--- src/rtl/mbx_pkg.sv ---
package mbx_pkg;
  typedef enum logic [1:0] {
    ACC_NONE  = 2'd0,
    ACC_READ  = 2'd1,
    ACC_WRITE = 2'd2
  } acc_e;

  localparam int unsigned SIDE_L = 0;
  localparam int unsigned SIDE_R = 1;
  localparam int unsigned N_SIDE = 2;
endpackage

--- src/rtl/mbx_port_decode.sv ---
module mbx_port_decode
  import mbx_pkg::*;
#(
  parameter int unsigned ADDR_W  = 15,
  parameter bit          OWN_TOP = 1'b0
) (
  input  logic              en,
  input  logic              wr,
  input  logic              rd,
  input  logic [ADDR_W-1:0] addr,
  input  logic              busy,
  output logic              own_clr,
  output logic              peer_set
);
  localparam logic [ADDR_W-1:0] TOP_A  = '1;
  localparam logic [ADDR_W-1:0] NEXT_A = TOP_A - 1'b1;
  localparam logic [ADDR_W-1:0] OWN_A  = OWN_TOP ? TOP_A : NEXT_A;
  localparam logic [ADDR_W-1:0] PEER_A = OWN_TOP ? NEXT_A : TOP_A;

  acc_e kind;

  // write outranks read when both strobes are high
  always_comb begin
    if (!en)     kind = ACC_NONE;
    else if (wr) kind = ACC_WRITE;
    else if (rd) kind = ACC_READ;
    else         kind = ACC_NONE;
  end

  assign own_clr  = (kind == ACC_READ)  && (addr == OWN_A)  && !busy;
  assign peer_set = (kind == ACC_WRITE) && (addr == PEER_A) && !busy;

  always_comb begin
    AST_DECODE_EXCL: assert (!(own_clr && peer_set));
  end
endmodule

--- src/rtl/mbx_irq_flag.sv ---
module mbx_irq_flag (
  input  logic clk,
  input  logic rst_n,
  input  logic set_req,
  input  logic clr_req,
  output logic irq_n
);
  always_ff @(posedge clk) begin
    if (!rst_n)       irq_n <= 1'b1;
    else if (set_req) irq_n <= 1'b0;
    else if (clr_req) irq_n <= 1'b1;
  end

  AST_SET_WINS: assert property (@(posedge clk) disable iff (!rst_n)
    set_req |=> !irq_n);
  AST_CLR_TAKES: assert property (@(posedge clk) disable iff (!rst_n)
    (clr_req && !set_req) |=> irq_n);
  AST_HOLD: assert property (@(posedge clk) disable iff (!rst_n)
    (!set_req && !clr_req) |=> $stable(irq_n));
endmodule

--- src/rtl/mbx_irq_ctrl.sv ---
module mbx_irq_ctrl
  import mbx_pkg::*;
#(
  parameter int unsigned ADDR_W = 15
) (
  input  logic              clk,
  input  logic              rst_n,
  input  logic              l_en,
  input  logic              l_wr,
  input  logic              l_rd,
  input  logic [ADDR_W-1:0] l_addr,
  input  logic              l_busy,
  input  logic              r_en,
  input  logic              r_wr,
  input  logic              r_rd,
  input  logic [ADDR_W-1:0] r_addr,
  input  logic              r_busy,
  output logic              l_irq_n,
  output logic              r_irq_n
);
  localparam logic [ADDR_W-1:0] TOP_A  = '1;
  localparam logic [ADDR_W-1:0] NEXT_A = TOP_A - 1'b1;

  logic              en_v   [N_SIDE];
  logic              wr_v   [N_SIDE];
  logic              rd_v   [N_SIDE];
  logic [ADDR_W-1:0] addr_v [N_SIDE];
  logic              busy_v [N_SIDE];
  logic              clr_v  [N_SIDE];
  logic              set_v  [N_SIDE];
  logic              irq_v  [N_SIDE];

  assign en_v[SIDE_L]   = l_en;
  assign wr_v[SIDE_L]   = l_wr;
  assign rd_v[SIDE_L]   = l_rd;
  assign addr_v[SIDE_L] = l_addr;
  assign busy_v[SIDE_L] = l_busy;
  assign en_v[SIDE_R]   = r_en;
  assign wr_v[SIDE_R]   = r_wr;
  assign rd_v[SIDE_R]   = r_rd;
  assign addr_v[SIDE_R] = r_addr;
  assign busy_v[SIDE_R] = r_busy;

  for (genvar i = 0; i < N_SIDE; i++) begin : g_side
    mbx_port_decode #(
      .ADDR_W (ADDR_W),
      .OWN_TOP(i == SIDE_R)
    ) u_dec (
      .en      (en_v[i]),
      .wr      (wr_v[i]),
      .rd      (rd_v[i]),
      .addr    (addr_v[i]),
      .busy    (busy_v[i]),
      .own_clr (clr_v[i]),
      .peer_set(set_v[i])
    );

    mbx_irq_flag u_flag (
      .clk    (clk),
      .rst_n  (rst_n),
      .set_req(set_v[N_SIDE-1-i]),
      .clr_req(clr_v[i]),
      .irq_n  (irq_v[i])
    );
  end

  assign l_irq_n = irq_v[SIDE_L];
  assign r_irq_n = irq_v[SIDE_R];

  AST_R_RAISE: assert property (@(posedge clk) disable iff (!rst_n)
    (l_en && l_wr && l_addr == TOP_A && !l_busy) |=> !r_irq_n);
  AST_L_RAISE: assert property (@(posedge clk) disable iff (!rst_n)
    (r_en && r_wr && r_addr == NEXT_A && !r_busy) |=> !l_irq_n);
  AST_R_FALL_CAUSE: assert property (@(posedge clk) disable iff (!rst_n)
    $fell(r_irq_n) |-> $past(l_en && l_wr && l_addr == TOP_A && !l_busy));
  AST_L_FALL_CAUSE: assert property (@(posedge clk) disable iff (!rst_n)
    $fell(l_irq_n) |-> $past(r_en && r_wr && r_addr == NEXT_A && !r_busy));
  AST_R_RISE_CAUSE: assert property (@(posedge clk) disable iff (!rst_n)
    $rose(r_irq_n) |-> $past(r_en && r_rd && !r_wr && r_addr == TOP_A && !r_busy));
  AST_L_RISE_CAUSE: assert property (@(posedge clk) disable iff (!rst_n)
    $rose(l_irq_n) |-> $past(l_en && l_rd && !l_wr && l_addr == NEXT_A && !l_busy));
endmodule

--- config.mk ---
export PLATFORM = sky130hd
export DESIGN_NAME = mbx_irq_ctrl
export DESIGN_NICKNAME = d
export VERILOG_FILES = /design/src/rtl/mbx_pkg.sv /design/src/rtl/mbx_port_decode.sv /design/src/rtl/mbx_irq_flag.sv /design/src/rtl/mbx_irq_ctrl.sv
export SDC_FILE = /design/constraint.sdc
export NUM_CORES = 1
export LEC_CHECK = 0
export ABC_AREA = 0
export ABC_CLOCK_PERIOD_IN_PS = 1500
export BUFFER_PORTS_ARGS = -buffer_cell sky130_fd_sc_hd__buf_2
export CORE_AREA = 2 2 39 41
export CTS_CLUSTER_SIZE = 30
export DETAILED_ROUTE_END_ITERATION = 12
export DIE_AREA = 0 0 41 43
export PLACE_DENSITY_LB_ADDON = 0.25
export SKIP_CTS_REPAIR_TIMING = 1
export SLEW_MARGIN = 0
export SYNTH_ARGS = -nofsm -noshare
export SYNTH_HDL_FRONTEND = slang
export SYNTH_SLANG_ARGS = --single-unit
--- constraint.sdc ---
create_clock -name clk -period 1.5 [get_ports clk]
set_input_delay 0.075 -clock clk [delete_from_list [all_inputs] [get_ports clk]]
set_output_delay 0.075 -clock clk [all_outputs]
set_load 0.01 [all_outputs]
---- Word-level counts from Yosys, hierarchy flattened ----
Index checks and enable logic that the tools add are counted.
Widths: inputs -> output; s select.
cells by class
  equal/unequal tests ..................... 8
  mux-type cells .......................... 10
  reduce and logical (&&, ||, !) cells .... 12
operator list
  operator              count
  $eq 15x15->1 const B  4
  $logic_and 1x1->1     8
  $mux 2                4
  $mux 1                6
  $eq 2x1->1 const B    2
  $eq 2x2->1 const B    2
  $reduce_bool 2->1     2
  $logic_not 1->1       2
storage, ports and cells
  flip-flop bits (word level) ............. 2
  input bits .............................. 40
  logic and storage cells ................. 32

---- Logic depth before layout (Yosys ltp) ----
Gate-level depths: netlist of the first run.
  depth in word-level cells ............... 8
  mapped depth ............................ 4

---- Modules after synthesis ----
From an unflattened synthesis of the first run, not the netlist that was laid out.
unflattened totals
  cell total of the unflattened synthesis .. 21
  area, all modules ....................... 161.4 sq um
modules (own cells, without submodules)
  module                              instances  cells an instance  area an instance (sq um)  seq. area each (sq um)
  mbx_irq_flag                        2          3                  28.8                      20.0
  mbx_port_decode at g_side[1].u_dec  1          7                  53.8                      0.0
  mbx_port_decode at g_side[0].u_dec  1          8                  50.0                      0.0

---- Worst setup path before layout of the first run ----
Ideal clock, no wire load.
  path type ............................... input port to flip-flop
  start point ............................. in r_busy
  end point ............................... reg g_side[0].u_flag.irq_n
  arrival time ............................ 0.747 ns
  required time ........................... 1.381 ns
  path slack .............................. 0.635 ns
  cell stages on the path ................. 4
  path through ............................ nand4b_1 -> nor4_2 -> and3b_1 -> o21ai_1
on the way
  longest elaborated chain between the ends .. 3
  elaborated cells on any way between the ends .. 4
RTL lines
  what                                         line                   source
  start: declaration                           mbx_irq_ctrl.sv:17     input logic r_busy,
  $logic_not 1->1 *                            mbx_port_decode.sv:31  assign peer_set = (kind == ACC_WRITE) && (addr == PEER_A) && !busy;
  $logic_and 1x1->1 *                          mbx_port_decode.sv:31
  $mux 1 or $reduce_bool 2->1 (tied branches)  -
  end signal: assignment                       mbx_irq_flag.sv:9      if (!rst_n) irq_n <= 1'b1;
  end signal: assignment                       mbx_irq_flag.sv:10     else if (set_req) irq_n <= 1'b0;
  end signal: assignment                       mbx_irq_flag.sv:11     else if (clr_req) irq_n <= 1'b1;
  end: declaration                             mbx_irq_flag.sv:6      output logic irq_n
Every way passes the cells marked *; elsewhere a longest branch is shown, timed or not.
A chain may end at the register's enable or synchronous reset.

---- Worst setup path after layout of the first run ----
Ends and elaborated chain as after synthesis.

==> results of run 1 <==
## cell families (layout without fill, tap and decap cells)
family	Yosys count	in the layout
buffers and inverters	0	44
AND/OR/NAND/NOR	15	15
AO/OA/AOI/OAI	4	4
flip-flops	2	2
## stage by stage
step	total power, mW	utilization (%)	std cells	setup WS (ps)	hold WS, ps
floorplan	0.0616	-	21	635	155
global placement	0.111	28.5	78	433	264
detailed placement	0.112	28.5	78	449	267
CTS	0.235	30.1	81	671	29.6
global route	0.246	30.1	81	551	46.1
finish	0.226	30.1	81	674	41.2
## layer usage
metal  vias up  part of all wire (%)
met5         -                     0
met4         0                     0
met3         0                    22
met2        36                    42
met1       133                    36
li1        179                     -
## power by group
| part | switching [mW] | leakage, nW | internal [mW] |
|---|---|---|---|
| combinational | 0.0184 | 0.189 | 0.0393 |
| sequential | 0.000000193 | 0.0162 | 0.0536 |
| clock | 0.0272 | 0.0138 | 0.0879 |
## how the worst max path moves through the flow
stage	endpoint	slack (ps)	cells after the start
2_1_floorplan	g_side[0].u_flag.irq_n	630	4
3_3_place_gp	g_side[0].u_flag.irq_n	430	5
3_5_place_dp	g_side[0].u_flag.irq_n	450	5
4_1_cts	g_side[0].u_flag.irq_n	670	5
5_1_grt	g_side[0].u_flag.irq_n	550	5
6_report	g_side[0].u_flag.irq_n	670	5
## placed cells by master (no fill, tap or decap)
cell	count
a21oi_1	1
dfxtp_1	2
buf_2	41
and3_2	1
a31oi_1	1
nand2_1	1
nand4b_1	2
clkbuf_4	3
nor4_2	2
nor2_1	2
o21ai_1	2
and3b_1	1
nand4_1	6
## layout make-up
class                      instances  area [um^2]  area share (%)
clock buffer                       3         22.5            5.41
multi-input combinational         19          129            30.9
sequential                         2         40.0            9.61
tap                               16         20.0            4.80
timing repair buffer              41          205            49.2
==> out/metrics.yaml, run 1 <==
status: "completed"
use_met2_pct: 14.1
worstPathArrival_ps: 930
slew_viol_final: 0
synth_edf_count: 0
crit_required_ps: 1600
leakagePower_nw: 0.219
drv_cap: 0
antenna_found_initial: 0
busiest_layer: "met2"
routed_via_density: 4.30
synth_compound_area_share_pct: 12.6
fin_nets: 107
gr-usage-met1_pct: 7.32
gp_congestion: 0.653
cts_root_buf: "clkbuf_4"
grt_pass1_wl_um: 952
final_area_um2: 417
clkSinkCount: 2
hold_end: "g_side[1].u_flag.irq_n"
port_buffers: 41
ys_seq_area_share_pct: 23.7
cp_max_fo: 2
yosys_warnings: 0
rows: 14
grt_max_degree: 3
wl_per_cell_um: 9.00
die_x_um: 41
synth_area_um2: 169
synthTopCellsByArea: "dfxtp_1 (24%), nand4_1 (22%), nor4_2 (15%), nand4b_1 (10%), o21ai_1 (5.9%)"
synthMuxAreaShare_pct: 0
synthSimpleGateAreaFrac_pct: 63.7
tritoncts: "yes"
drt_pass1_iterations: 3
grt_pass1_vias: 282
largest_reg_flops: 2
drc: 0
hold_class: "in2reg"
netlist.top_cell.by_area: "dfxtp_1"
fin_crit_ps: 826
grt_usage_pct: 8.61
grt_util_met3_pct: 4.71
critPathSlowestCell: "nor4_2"
fin_skew_ps: 0
die_area_um2: 1760
critPathMaxStageDelay_ps: 330
synth_fa_ha_area_share_pct: 0
timing.setup.tns_ps: 0
area_growth_syn_to_layout_pct: 147
start_util_pct: 12.2
startpoint_type: "primary input"
min_from: "rst_n"
worstPathCellList: "buf_2, nand4b_1, nor4_2, and3b_1, o21ai_1"
critPathKind: "in2reg"
synth.distinct_cells: 11
ys_seq_elements: 2
antenna_cells: 0
end_kind: "register"
worstRegToRegCells: 2
clock_latency_ps: 220
syn_nets: 61
io_pins: 42
slew_headroom_pct: 82.9
p_per_area_nw_per_um2: 544
r2r_setup_slack_ps: 880
drt_iter0_drc: 5
r2r_start: "g_side[1].u_flag.irq_n"
irDropWorstVdd_mv: 0.202
post_synth.cell_area_avg_um2: 8.04
holdPathStages: 2
fillers: 147
vias: 348
synth_top_family_by_area: "simple AND/OR/NAND/NOR gates"
antenna_left: 0
netlist_instances: 21
finalSetupViolCount: 0
hold_viol_final: 0
yosysMostFrequentCell: "nand4_1"
core_um2: 1380
drt-total-wl_um: 729
drive_above_1_share_pct: 72.3
cts_buffers: 3
synth-xor-area-share_pct: 0
dpl_cell_area_um2: 394
cpLargestDelayFamily: "simple AND/OR/NAND/NOR gates"
tightest_slew_ps: 255
synth.top_cell.area_share_pct: 23.7
async_reset_ff_share_pct: 0
clk_pin_slew_ps: 30
finalCritPeriodShare_pct: 55.1
crit_buf_inv: 1
max_freq_mhz: 1210
reg2reg_to: "g_side[1].u_flag.irq_n"
ys.flop_type: "dfxtp_1"
die_y_um: 43
htree_num_levels: 1
regMostFlops: "g_side.u_flag.irq_n"
reg_top3: "g_side.u_flag.irq_n x2"
grt-ovfl-total: 0
cts_buffer_depth: 2
rsz0062_at_grt: "no"
cp-startpoint: "r_busy"
(Power assumes the default switching activity.)
==> inputs of run 2 (changes only) <==
--- a/config.mk
+++ b/config.mk
@@ -6,7 +6,7 @@
 export NUM_CORES = 1
 export LEC_CHECK = 0
 export ABC_AREA = 0
-export ABC_CLOCK_PERIOD_IN_PS = 1500
+export ABC_CLOCK_PERIOD_IN_PS = 800
 export BUFFER_PORTS_ARGS = -buffer_cell sky130_fd_sc_hd__buf_2
 export CORE_AREA = 2 2 39 41
 export CTS_CLUSTER_SIZE = 30
==> constraint.sdc (replaced) <==
create_clock -name clk -period 0.8 [get_ports clk]
set_input_delay 0.04 -clock clk [delete_from_list [all_inputs] [get_ports clk]]
set_output_delay 0.04 -clock clk [all_outputs]
set_load 0.01 [all_outputs]
==> run 2 against run 1 <==
Sequential power increased by 88%. Core utilization increased by 0.72 points. Sequential share of layout area decreased by 0.23 points. Non-clock buffer count increased by 1. Cell count increased by 1.2%. Count of clock-buffer cells in the layout unchanged. Hold slack improved by 68 ps. Critical path depth decreased by 4. Via count increased by 5.7%. Global-route usage decreased by 0.70 points. Largest power group unchanged.
==> out/metrics.yaml, run 2 (synthesized netlist as in run 1, its figures left out) <==
routedLengthMet1_um: 215
tightest_slew_ps: 249
end_kind: "output pin"
r2r_start: "g_side[0].u_flag.irq_n"
crit_required_ps: 760
gp_congestion: 0.700
critPathKind: "reg2out"
die_y_um: 43
vias: 368
antenna_left: 0
worstPathCellList: "buf_2"
hold_class: "in2reg"
max_freq_mhz: 1400
fin_crit_ps: 714
ff_latch_area_um2: 40.0
slew_headroom_pct: 83.3
worstPathArrival_ps: 670
drc: 0
drt_iter0_drc: 5
grt_pass1_vias: 297
core_um2: 1380
final_cell_mix: "buf_2 (41), nand4_1 (6), clkbuf_4 (3)"
p_total_mw: 0.435
clock_latency_ps: 220
final_area_um2: 427
drv_cap: 0
cts_buffers: 3
fillers: 165
leakagePower_nw: 0.223
slew_viol_final: 0
dpl_cell_area_um2: 394
finalCritPeriodShare_pct: 89.3
finalSetupViolCount: 0
rsz0062_at_grt: "no"
die_x_um: 41
cpLargestDelayFamily: "flip-flops"
wl_per_cell_um: 8.71
tritoncts: "yes"
reg_top3: "g_side.u_flag.irq_n x2"
p_per_area_nw_per_um2: 1020
final_common_cell: "buf_2"
r2r_setup_slack_ps: 170
dp_slack_ps: -147
worstRegToRegCells: 2
multi_input_area_um2: 129
fin_nets: 108
cp_max_fo: 2
fin_skew_ps: 0
hold_viol_final: 0
irDropWorstVdd_mv: 0.311
antenna_found_initial: 0
crit_buf_inv: 1
holdPathStages: 3
grt_usage_pct: 7.91
htree_num_levels: 1
clk_pin_slew_ps: 30
reg2reg_to: "g_side[0].u_flag.irq_n"
area_growth_syn_to_layout_pct: 153
postLayoutCoreUtil_pct: 30.8
drive_above_1_share_pct: 71.2
min_from: "l_rd"
start_util_pct: 12.2
grt_pass1_wl_um: 883
drt-total-wl_um: 714
clkSinkCount: 2
met2_length_um: 324
critPathMaxStageDelay_ps: 320
wl_met3_um: 174
regMostFlops: "g_side.u_flag.irq_n"
port_buffers: 41
hold_end: "g_side[0].u_flag.irq_n"
antenna_cells: 0
top_layer: "met3"
cts_root_buf: "clkbuf_4"
routed_via_density: 4.49
status: "completed"
grt_max_degree: 3
largest_reg_flops: 2
die_area_um2: 1760
cts_buffer_depth: 2
drt_pass1_iterations: 3
fin_ws_ps: 85.6
grt-ovfl-total: 0
hold_ws_ps: 109
rows: 14
critPathSlowestCell: "dfxtp_1"
io_pins: 42
startpoint_type: "register"
[run 2: cell count changes in the layout (fill, tap and decap cells not counted), sizes merged]
cell / previous run / this run
dlygate4sd3: 0 / 1
[run 2: worst max path at each step]
stage / from / to / slack (ps) / cells after the start
global route: r_addr[6] / g_side[0].u_flag.irq_n / 40 / 5
global placement: l_addr[11] / g_side[1].u_flag.irq_n / -140 / 5
floorplan: l_en / g_side[1].u_flag.irq_n / 20 / 4
finish: g_side[0].u_flag.irq_n / l_irq_n / 90 / 1
CTS: g_side[0].u_flag.irq_n / l_irq_n / 90 / 1
detailed placement: l_addr[11] / g_side[1].u_flag.irq_n / -150 / 5
[run 2: area by class of cell]
class	instances	area share, %
clock buffer	3	5.28
multi-input combinational	19	30.2
sequential	2	9.38
tap	16	4.69
timing repair buffer	42	50.4
[run 2: report_power, final]
group	internal, mW	switching [mW]	leakage [nW]
registers	0.101	0.000000374	0.0162
logic	0.0768	0.0337	0.193
clock network	0.166	0.0588	0.0138
total	0.343	0.0925	0.223
[run 2: routing by layer]
metal	global-route usage (%)	up-vias
met5	0	-
met4	8.00	0
met3	3.14	0
met2	13.8	38
met1	5.41	150
li1	-	180
[run 2: metrics by stage]
stage,TNS (ps),cells
finish,0,82
global placement,-249,78
CTS,0,81
floorplan,0,21
detailed placement,-256,78
global route,0,82
